### config.mk
export PLATFORM = sky130hd
export DESIGN_NAME = irq_dma_steer
export DESIGN_NICKNAME = d
export VERILOG_FILES = /design/src/rtl/steer_pkg.sv /design/src/rtl/hold_qualifier.sv /design/src/rtl/mask_reg.sv /design/src/rtl/req_steer.sv /design/src/rtl/irq_dma_steer.sv
export SDC_FILE = /design/constraint.sdc
export NUM_CORES = 1
export LEC_CHECK = 0
export BUFFER_PORTS_ARGS = -buffer_cell sky130_fd_sc_hd__buf_4
export CAP_MARGIN = 20
export CORE_MARGIN = 8
export CORE_UTILIZATION = 35
export CTS_BUF_LIST = sky130_fd_sc_hd__clkbuf_8 sky130_fd_sc_hd__clkbuf_16
export DETAILED_ROUTE_END_ITERATION = 10
export PLACE_DENSITY = 0.67
export SLEW_MARGIN = 20
export SYNTH_ARGS = -nofsm -noshare
export SYNTH_HDL_FRONTEND = slang
export SYNTH_SLANG_ARGS = --single-unit
### constraint.sdc
create_clock -name clk -period 3.45 [get_ports clk]
set_input_delay 0.5175 -clock clk [delete_from_list [all_inputs] [get_ports clk]]
set_output_delay 0.5175 -clock clk [all_outputs]
set_load 0.02 [all_outputs]
### src/rtl/steer_pkg.sv
// Package: shared mask layout for the request steering unit.
// Assumes: the bit order below is the order that software uses.
package steer_pkg;

    localparam int MASK_W = 6;

    // Packed MSB first, so field order matches bits 5 down to 0
    typedef struct packed {
        logic rx_irq_en;   // bit 5
        logic arb_irq_en;  // bit 4
        logic rx_dma_en;   // bit 3
        logic eod_irq_en;  // bit 2
        logic eof_irq_en;  // bit 1
        logic tx_dma_en;   // bit 0
    } mask_t;

endpackage

### src/rtl/hold_qualifier.sv
// Module: hold_qualifier
// Produces a clear strobe on every edge at which the input has been high
// for at least HOLD_CYCLES consecutive edges, counting the current one.
// Assumes: synchronous active-low reset; the input is already synchronous.
module hold_qualifier #(
    parameter int HOLD_CYCLES = 6
) (
    input  logic clk,
    input  logic rst_n,
    input  logic level_in,
    output logic qualified
);
    generate
        if (HOLD_CYCLES <= 1) begin : g_direct
            // Without a hold window the level acts immediately
            assign qualified = level_in;
        end else begin : g_count
            localparam int CNT_W = $clog2(HOLD_CYCLES);
            localparam logic [CNT_W-1:0] LAST = CNT_W'(HOLD_CYCLES - 1);
            logic [CNT_W-1:0] run_cnt;

            // Count consecutive high edges, saturate at LAST, restart on low
            always_ff @(posedge clk) begin
                if (!rst_n || !level_in) run_cnt <= '0;
                else if (run_cnt != LAST) run_cnt <= run_cnt + 1'b1;
            end

            // Strobe when this edge completes the required run
            assign qualified = level_in && (run_cnt == LAST);
        end
    endgenerate
endmodule

### src/rtl/mask_reg.sv
// Module: mask_reg
// The six-bit mask register. A full clear beats everything else, an
// end-of-block clear beats a software write to the same bit.
// Assumes: synchronous active-low reset to all zeros.
module mask_reg
    import steer_pkg::*;
(
    input  logic  clk,
    input  logic  rst_n,
    input  logic  wr_en,
    input  mask_t wr_val,
    input  logic  rx_eob,
    input  logic  tx_eob,
    input  logic  clr_all,
    output mask_t q
);
    mask_t nxt;

    // Next-state selection with hardware clears applied last
    always_comb begin
        nxt = wr_en ? wr_val : q;
        if (rx_eob) nxt.rx_dma_en = 1'b0;
        if (tx_eob) nxt.tx_dma_en = 1'b0;
        if (clr_all) nxt = '0;
    end

    // State register
    always_ff @(posedge clk) begin
        if (!rst_n) q <= '0;
        else        q <= nxt;
    end
endmodule

### src/rtl/req_steer.sv
// Module: req_steer
// Combinational routing of the status flags to the interrupt line or to
// the DMA request lines, according to the mask.
// Assumes: flags are level signals that stay high until serviced.
module req_steer
    import steer_pkg::*;
(
    input  mask_t m,
    input  logic  rx_full,
    input  logic  tx_ready,
    input  logic  lost_arb,
    input  logic  eod_min,
    input  logic  eof_min,
    output logic  irq,
    output logic  rx_dma_req,
    output logic  tx_dma_req
);
    logic rx_irq_path, tx_irq_path, misc_irq_path;

    // Route each ready flag to exactly one destination
    always_comb begin
        rx_irq_path   = rx_full && m.rx_irq_en && !m.rx_dma_en;
        tx_irq_path   = tx_ready && !m.tx_dma_en;
        misc_irq_path = (lost_arb && m.arb_irq_en) ||
                        (eod_min  && m.eod_irq_en) ||
                        (eof_min  && m.eof_irq_en);
        irq        = rx_irq_path || tx_irq_path || misc_irq_path;
        rx_dma_req = rx_full  && m.rx_dma_en;
        tx_dma_req = tx_ready && m.tx_dma_en;
    end
endmodule

### src/rtl/irq_dma_steer.sv
// Module: irq_dma_steer (top)
// Mask register with software access, hardware clears and request steering.
// Assumes: single clock domain, synchronous active-low reset.
module irq_dma_steer
    import steer_pkg::*;
#(
    parameter int HOLD_CYCLES = 6,
    parameter int RD_W        = 8
) (
    input  logic              clk,
    input  logic              rst_n,
    input  logic              wr_en,
    input  logic [MASK_W-1:0] wr_data,
    output logic [RD_W-1:0]   rd_data,
    input  logic              rx_full,
    input  logic              tx_ready,
    input  logic              lost_arb,
    input  logic              eod_min,
    input  logic              eof_min,
    input  logic              rx_eob,
    input  logic              tx_eob,
    input  logic              ctl_disable,
    output logic              irq,
    output logic              rx_dma_req,
    output logic              tx_dma_req
);
    localparam int PAD_W = RD_W - MASK_W;

    logic  clr_all;
    mask_t mask_q;

    hold_qualifier #(.HOLD_CYCLES(HOLD_CYCLES)) u_hold (
        .clk       (clk),
        .rst_n     (rst_n),
        .level_in  (ctl_disable),
        .qualified (clr_all)
    );

    mask_reg u_mask (
        .clk     (clk),
        .rst_n   (rst_n),
        .wr_en   (wr_en),
        .wr_val  (mask_t'(wr_data)),
        .rx_eob  (rx_eob),
        .tx_eob  (tx_eob),
        .clr_all (clr_all),
        .q       (mask_q)
    );

    req_steer u_steer (
        .m          (mask_q),
        .rx_full    (rx_full),
        .tx_ready   (tx_ready),
        .lost_arb   (lost_arb),
        .eod_min    (eod_min),
        .eof_min    (eof_min),
        .irq        (irq),
        .rx_dma_req (rx_dma_req),
        .tx_dma_req (tx_dma_req)
    );

    // Readback with the unused upper bits tied low
    assign rd_data = {{PAD_W{1'b0}}, mask_q};
endmodule

# --- Word-level counts from Yosys, hierarchy flattened ---
# Cells that the tools add are included.
totals:
  n_memories: 0
  rom_bits: 0
  word_cells: 32
  register_bits: 9
  input_bits: 17
  latchBits: 0
  out_inout_bits: 11
  mem_bits_rw: 0
op_classes:
  n_eq_ne: 2
  magnitude_cmp: 0
  n_mux: 0
  shifts: 0
  div: 0
  n_reduce_logical: 21
  n_addsub: 1
  n_bitwise: 1
  multipliers: 0
ops:
  columns: ["operator", "n"]
  rows:
  - ["$logic_and 1x1->1", 9]
  - ["$reduce_or 3->1", 2]
  - ["$logic_or 1x1->1", 5]
  - ["$logic_not 1->1", 4]
  - ["$add 3x1->3 const B", 1]
  - ["$eq 3x3->1 const B", 1]
  - ["$ne 3x3->1 const B", 1]
  - ["$reduce_or 2->1", 1]
  - ["$not 1->1", 1]

# --- Logic depth before layout (Yosys ltp) ---
# Gate-level depths: netlist of run 1.
depth:
  ltp_word: 4
  depth_mapped: 5

# --- Hierarchy ---
# From an unflattened synthesis of run 1, not the netlist that was laid out.
unflattened:
  cells_unflattened: 46
  area_unflattened_um2: 447.9
modules_own_cells:
  columns: ["module", "n_inst", "seq_area_each_um2", "cells_each", "area_per_inst_um2"]
  rows:
  - ["mask_reg", 1, 120.1, 20, 222.7]
  - ["hold_qualifier", 1, 60.1, 16, 157.7]
  - ["req_steer", 1, 0.0, 7, 48.8]
  - ["irq_dma_steer", 1, 0.0, 3, 18.8]

# --- Least setup slack after synthesis of run 1 ---
# No wires, ideal clock.
synth_path:
  kind: "input to output"
  startpoint: "input port lost_arb"
  endpoint: "output port irq"
  path_stages: 2
  n_path_buf: 0
  required_time_ns: 2.932
  arrival_ns: 0.951
  path_slack_ns: 1.982
  cell_sequence: "a22oi_1 o2111ai_1"
synth_via:
  elab_chain_cells: 4
synth_lines:
  columns: ["element", "line", "rtl"]
  rows:
  - ["start: declaration", "irq_dma_steer.sv:17", "input logic lost_arb,"]
  - ["$logic_and 1x1->1", "req_steer.sv:24", "misc_irq_path = (lost_arb && m.arb_irq_en) ||"]
  - ["$logic_or 1x1->1", "req_steer.sv:24", null]
  - ["$logic_or 1x1->1", "req_steer.sv:25", "(eod_min && m.eod_irq_en) ||"]
  - ["$logic_or 1x1->1", "req_steer.sv:27", "irq = rx_irq_path || tx_irq_path || misc_irq_path;"]
  - ["end: declaration", "irq_dma_steer.sv:23", "output logic irq,"]
# No other way between the ends.

# --- Final worst setup path of run 1 ---
# Ends and elaborated chain as after synthesis.

==> run summary, run 1 <==
final setup fails: 0
final wirelength: 1106 microns
status: finished, final reports clean
Synth cell types: 24
worst-path fanout max: 1
global route overflow: 0
fin crit share: 47.04%
hpwl dp: 937.2 microns
clock root cell: clkbuf_8
Die ar.: 2778 sq um
# IOs: 28
clk_lat worst skew: 230 ps
share of cells above drive strength 1: 44.44%
Post-CTS Setup Bufs: 0
largest net degree at the start of global routing: 8
row count: 13
Max clock buf depth: 2
routed len/inst: 12.71 microns
RSZ-0062 raised after global routing: false
Reg2Reg Setup Slack: 2240 ps
Reg clk slew, reported paths: 40 ps
cell area after layout: 695.7 sq um
internal power: 0.2135 mW
CTS Buf Count: 3
combinational share of power: 17.6%
gpl congestion: 0.7140
Max stage delay on crit path: 180 ps
Chip Height: 52.71 microns
Worst path slowest cell: a22oi_1
post-CTS sizing: 0
#FFs+latches synth: 9
vias in the first global route: 372
Peak Freq: 616.2 MHz
multi-input logic area: 256.5 sq um
register area: 180.2 sq um
global-route wire length before repair: 1607 microns
Most common cell on crit path: buf_4
Vias: 426
CTS Sinks: 9
Startpoint Class: input pin
Worst VDD drop: 0.0002816 V
htree depth: 1
crit path cell chain: buf_4 > a22oi_1 > o2111ai_1 > buf_4
post-synthesis instance total: 46
crit path DAT: 1110 ps
# DRC: 0
via density per instance: 4.897
most frequent cells in the layout: buf_4, dfxtp_1, mux2i_1
Area Growth Syn to Fin: 47.48%
Cells after DPL: 83
CORE AREA: 1285 sq um
Ys Warns: 0
Hold Buf Count CTS: 0
FILL cells: 130
ANT nets after route: 0
Clock power frac: 41.7%
Switching Fraction: 22.97%
sequential fraction of the synthesis area: 38.20%
# port buffers: 25
instance area at placement: 650.6 sq um
total chip power: 0.2772 mW
Psw: 0.06366 mW
critical path class: input pin to output pin
Leak: 0.3385 nW
max-slew violation count: 0
share of power burned in registers: 40.7%
CTS tree: built
Max Cap Viol: 0
initial antenna violation count: 0
Mean Syn Cell Area: 10.25 sq um
pwr dens: 398.4 nW/um^2
Fin Setup TNS: 0 ps
Min-Delay Path Class: input pin to register
DRT Pass-1 Iters: 4
commonest non-fill, non-tap cell in the layout: buf_4
Tmin final: 1623 ps
Die X-Extent: 52.71 microns
NumNets Final: 92
Final Hold Vio Count: 0
Initial Util: 36.71%
antenna cells: 0
CP required: 2930 ps
Worst Setup End Kind: output pin
Max Clock Skew: 2.844 ps
drt initial violations: 6
fin cells: 87
Post-Syn Area: 471.7 sq um
global-route usage over all layers: 7.836%
-- power by group through the flow --
| stage | Combinational [mW] | Clock [mW] | Sequential [mW] |
|---|---|---|---|
| 2_1_floorplan | 0.0216 | 0 | 0.119 |
| 3_3_place_gp | 0.0487 | 0 | 0.115 |
| 3_5_place_dp | 0.0494 | 0 | 0.115 |
| 4_1_cts | 0.0495 | 0.120 | 0.113 |
| 5_1_grt | 0.0530 | 0.128 | 0.113 |
| 6_report | 0.0487 | 0.116 | 0.113 |
-- worst max-delay path, delay by kind of cell --
family / cells / cell delay [ps]
AO/OA/AOI/OAI: 2 / 310
buffers and inverters: 2 / 280
-- cells by family (layout without fill, tap and decap cells) --
family                   after synthesis  after routing  synth area share (%)
AND/OR/NAND/NOR                       16             16                 24.93
adder cells (fa/ha/maj)                2              2                 5.304
AO/OA/AOI/OAI                          6              6                 9.816
buffers and inverters                  6             31                 8.221
flip-flops                             9              9                 38.20
other                                  1              2                0.7950
multiplexers                           6              6                 12.73
-- through the flow --
step           hold WS, ps  worst slack [ps]  util [%]
2_1_floorplan        476.0              1982         -
3_3_place_gp         498.0              1824     50.63
3_5_place_dp         503.1              1807     50.63
4_1_cts              442.2              1807     54.14
5_1_grt              438.7              1783     54.14
6_report             446.2              1827     54.14
-- flip-flops by register name, summed over array words and instances, names as in the netlist --
register	count
u_mask.q	6
u_hold.g_count.run_cnt	3
-- worst paths after layout --
check,startpoint,endpoint,cells past startpoint
min,rx_eob,u_mask.q[3],2
max,lost_arb,irq,4
min reg2reg,u_hold.g_count.run_cnt[1],u_hold.g_count.run_cnt[1],2
max reg2reg,u_hold.g_count.run_cnt[1],u_mask.q[3],4
-- synthesized netlist by cell type, drive strengths merged --
library cell / count / share of area (%)
inv: 2 / 1.6
a21oi: 1 / 1.1
and2: 2 / 2.7
nor3b: 4 / 6.4
ha: 2 / 5.3
a311oi: 1 / 1.9
and3b: 1 / 2.1
buf: 3 / 5.6
nand3: 1 / 1.1
nand3b: 1 / 1.6
mux2i: 6 / 13
conb: 1 / 0.79
o2111ai: 1 / 1.9
a21o: 1 / 1.9
dfxtp: 9 / 38
a22oi: 1 / 1.6
and3: 1 / 1.3
a21boi: 1 / 1.6
nor4b: 2 / 6.4
nor3: 1 / 1.1
nand2: 2 / 1.6
clkbuf: 1 / 1.1
nor2: 1 / 0.79
-- area by class of cell --
class | instances | area share [%]
clock buffer | 3 | 5.935
multi-input combinational | 32 | 36.87
inverter | 2 | 1.079
timing repair buffer | 25 | 26.98
tap | 15 | 2.698
sequential | 9 | 25.90
clock inverter | 1 | 0.5396
-- per-layer routing --
metal	wire length, microns	GRT usage, %	up-vias
li1	-	-	212
met1	438	8.507	186
met2	466	10.47	24
met3	175	4.830	4
met4	25	6.466	0
met5	0	0	-
(Power assumes the default switching activity.)
==> run 2: changes to the inputs <==
PLACE_DENSITY = 0.69   (was 0.67)
clock period = 1.32 ns   (was 3.45 ns; I/O delays follow)
==> run 2 against run 1 <==
Compared with the run above: final cell count unchanged; global-route usage increased by 0.24 points; worst setup slack got worse by 1700 ps; design area increased by 0.36%; hold slack got worse by 320 ps; critical path type is now register to output pin; first-iteration DRC count decreased by 50%; utilization increased by 0.19 points; largest cell class unchanged; flip-flop and latch count unchanged; total power increased to 2.7 times the previous value.
==> run summary, run 2 (synthesis gave the netlist of run 1 again) <==
Reg clk slew, reported paths: 50 ps
pwr dens: 1063 nW/um^2
Leak: 0.3366 nW
ANT nets after route: 0
largest net degree at the start of global routing: 8
Area Growth Syn to Fin: 48.01%
vias in the first global route: 395
global-route wire length before repair: 1725 microns
worst setup path start: u_mask.q[4]
Max Clock Skew: 3.241 ps
Biggest register: u_mask.q
grt met2 use: 12.25%
hpwl dp: 944.3 microns
CP required: 1120 ps
worst r2r src: u_hold.g_count.run_cnt[1]
Startpoint Class: register
critical path class: register to output pin
Vias: 426
Worst VDD drop: 0.0006649 V
fin util: 54.33%
via density per instance: 4.897
DRT Pass-1 Iters: 2
met3 Usage GRT: 4.830%
CTS Sinks: 9
internal power: 0.5620 mW
Tmin final: 1218 ps
# IOs: 28
Die ar.: 2778 sq um
fin crit share: 92.24%
Reg2Reg Setup Slack: 100 ps
share of power burned in registers: 39.7%
row count: 13
Clock power frac: 43.1%
global route overflow: 0
drt initial violations: 3
antenna cells: 0
initial antenna violation count: 0
final wirelength: 1123 microns
Worst setup endpoint: irq
Die X-Extent: 52.71 microns
Max clock buf depth: 2
global-route usage over all layers: 8.073%
routed len/inst: 12.91 microns
max-slew violation count: 0
combinational share of power: 17.1%
CORE AREA: 1285 sq um
Chip Height: 52.71 microns
NumNets Final: 92
# port buffers: 25
Final Hold Vio Count: 0
Min-Delay Startpoint: rx_eob
status: finished, final reports clean
Hold Buf Count CTS: 0
final setup fails: 0
most frequent cells in the layout: buf_4, dfxtp_1, mux2i_1
met1 Use GR: 8.696%
# DRC: 0
Initial Util: 36.71%
Worst Reg2Reg Path Length in Cells: 4
Min-Delay Path Class: input pin to register
Peak Freq: 821.3 MHz
FILL cells: 127
CTS tree: built
Fin Setup TNS: 0 ps
clock root cell: clkbuf_8
CTS Buf Count: 3
crit path DAT: 1020 ps
share of cells above drive strength 1: 47.22%
clk_lat worst skew: 230 ps
max reg flops: 6
Psw: 0.1800 mW
RSZ-0062 raised after global routing: false
htree depth: 1
Worst Hold Slack: 124.2 ps
gpl congestion: 0.7046
largest registers: u_mask.q (6), u_hold.g_count.run_cnt (3)
commonest non-fill, non-tap cell in the layout: buf_4
Worst Setup End Kind: output pin
WHS Path Cells: 2
grt peak-use layer: met2
Switching Fraction: 24.26%
RR Endpoint: u_mask.q[0]
total chip power: 0.7419 mW
Max Cap Viol: 0
worst-path fanout max: 3
==> run 2: changes by cell type in the layout (fill, tap and decap cells not counted) <==
cell	delta
and3_1	-1
and3_2	+1
inv_1	-1
clkinv_2	+1
==> run 2: final cells by class <==
class                      count  area (sq um)  area share [%]
clock inverter                 1         5.005          0.7168
sequential                     9         180.2           25.81
clock buffer                   3         41.29           5.914
tap                           15         18.77           2.688
timing repair buffer          25         187.7           26.88
inverter                       2         7.507           1.075
multi-input combinational     32         257.7           36.92
==> run 2: worst min-delay path by stage <==
stage | to | slack (ps)
after global placement | u_mask.q[3] | 370
after detailed placement | u_mask.q[3] | 370
final | u_mask.q[3] | 120
after global routing | u_mask.q[3] | 130
after floorplan | u_mask.q[0] | 270
after CTS | u_mask.q[3] | 120
==> run 2: timing repair <==
| action | 4_1_cts | 5_1_grt |
|---|---|---|
| gates resized for setup | 0 | 1 |
| buffers inserted | 0 | 0 |
| endpoints found under the setup margin | 0 | 2 |
==> run 2: through the flow <==
stage,instances,worst slack [ps],cell area [sq um]
2_1_floorplan,47,154.7,475.5
3_3_place_gp,83,152.0,650.6
3_5_place_dp,83,86.78,650.6
4_1_cts,87,84.97,696.9
5_1_grt,87,1.855,698.2
6_report,87,102.5,698.2
==> run 2: routing by layer <==
layer / wire (microns) / vias up / part of all wire, %
met2: 517 / 20 / 46
met3: 145 / 0 / 13
met4: 0 / 0 / 0
li1: - / 211 / -
met1: 460 / 195 / 41
met5: 0 / - / 0
==> run 2: power groups by stage <==
stage	combinational [mW]	sequential (mW)	clock, mW
finish	0.127	0.295	0.320
global route	0.139	0.296	0.345
CTS	0.129	0.295	0.327
detailed placement	0.129	0.300	0
global placement	0.127	0.300	0
floorplan	0.0565	0.310	0
==> run 2: critical path, stage by stage (launching register included) <==
cell and delay (ps):
dfxtp_1 320, a22oi_1 170, o2111ai_1 130, buf_4 170
==> run 3: changes to the inputs <==
CORE_MARGIN = 3   (was 8)
==> run 3 against run 2 <==
Compared with the run above: maximum frequency decreased by 0.42%; clock skew decreased by 3.0 ps; die area decreased by 34%; combinational power hardly changed; sequential power about the same; wire length fell by 9.2%; highest routed layer is now met4; global-route usage rose by 3.5 points; sequential share of layout area about the same.
==> run summary, run 3 (synthesis gave the netlist of run 1 again) <==
final wirelength: 1020 microns
Max stage delay on crit path: 330 ps
cell family with most CP delay: simple AND/OR/NAND/NOR gates
Final Hold Vio Count: 0
fin crit share: 92.63%
fin util: 58.97%
instance area at placement: 649.4 sq um
Area Growth Syn to Fin: 48.28%
clock root cell: clkbuf_8
DRT Pass-1 Iters: 2
largest registers: u_mask.q (6), u_hold.g_count.run_cnt (3)
clk_lat worst skew: 230 ps
gpl congestion: 0.6863
final setup fails: 0
FILL cells: 101
via density per instance: 4.849
share of cells above drive strength 1: 45.83%
initial antenna violation count: 0
Max clock buf depth: 2
Worst Setup End Kind: register
cell area after layout: 699.4 sq um
most frequent cells in the layout: buf_4, dfxtp_1, mux2i_1
Initial Util: 39.77%
global-route wire length before repair: 1552 microns
Startpoint Class: register
Biggest register: u_mask.q
Max Cap Viol: 0
worst-path fanout max: 6
global route overflow: 0
Die ar.: 1824 sq um
largest net degree at the start of global routing: 8
Max Clock Skew: 0.2474 ps
htree depth: 1
# DRC: 0
CTS tree: built
global-route usage over all layers: 11.56%
Vias: 417
routed len/inst: 11.86 microns
Cells after DPL: 82
commonest non-fill, non-tap cell in the layout: buf_4
crit path DAT: 1370 ps
multi-input logic area: 261.5 sq um
pwr dens: 1050 nW/um^2
CP bufs+invs: 1
CTS Buf Count: 3
RSZ-0062 raised after global routing: false
crit path cell chain: inv_1 > ha_1 > and3_1 > nor4b_2
drt initial violations: 5
Reg clk slew, reported paths: 40 ps
fin cells: 86
CTS Sinks: 9
Worst path slowest cell: dfxtp_1
Peak Freq: 817.9 MHz
Die X-Extent: 42.71 microns
# IOs: 28
vias in the first global route: 365
Tmin final: 1223 ps
row count: 12
Chip Height: 42.71 microns
status: finished, final reports clean
register area: 180.2 sq um
# port buffers: 25
max reg flops: 6
NumNets Final: 92
Min-Delay Path Class: input pin to register
Worst VDD drop: 0.0005226 V
max-slew violation count: 0
critical path class: register to register
antenna cells: 0
CP required: 1460 ps
CORE AREA: 1186 sq um
Fin Setup TNS: 0 ps
ANT nets after route: 0
Leak: 0.3389 nW
-- run 3: cell count changes in the layout (fill, tap and decap cells not counted) --
cell / delta
clkinv_2: -1
a22oi_1: -1
and3_2: -1
and3_1: +1
inv_1: +1
a22oi_2: +1
-- run 3: per-stage QoR --
stage	setup slack [ps]	hold WS, ps	total power [mW]
after floorplan	154.7	269.4	0.3663
after global placement	151.6	362.8	0.4271
after detailed placement	91.24	367.0	0.4281
after CTS	58.07	121.5	0.7457
after global routing	12.26	126.1	0.7725
final	97.32	126.6	0.7343
-- run 3: layout make-up --
type | instances | share of cell area (%)
multi-input cells | 32 | 37.39
repair buffers | 25 | 26.83
flip-flops and latches | 9 | 25.76
clock buffers | 3 | 5.903
well taps | 14 | 2.504
inverters | 2 | 1.073
clock inverters | 1 | 0.5367
-- run 3: metal layers --
layer,share of wire (%),global-route usage [%],vias to the layer above
li1,-,-,212
met1,43,14.36,181
met2,40,14.37,20
met3,14,4.661,4
met4,2.1,11.18,0
met5,0,0,-
-- run 3: path summary, 6_finish.rpt --
| check | startpoint | endpoint | slack, ps | cells past startpoint |
|---|---|---|---|---|
| max | u_hold.g_count.run_cnt[1] | u_mask.q[3] | 100 | 4 |
| min | tx_eob | u_mask.q[0] | 130 | 2 |
| max reg2reg | u_hold.g_count.run_cnt[1] | u_mask.q[3] | 100 | 4 |
| min reg2reg | u_hold.g_count.run_cnt[1] | u_hold.g_count.run_cnt[1] | 520 | 2 |
-- run 3: timing repair --
action	CTS	global route
hold buffers	0	0
gates resized for setup	0	1
buffers inserted	0	0
endpoints found under the setup margin	0	1
-- run 3: report_power, final --
| group | leakage, nW | switching [mW] | internal, mW |
|---|---|---|---|
| combinational | 0.238 | 0.0567 | 0.0717 |
| sequential | 0.0738 | 0.0104 | 0.285 |
| clock | 0.0269 | 0.108 | 0.202 |
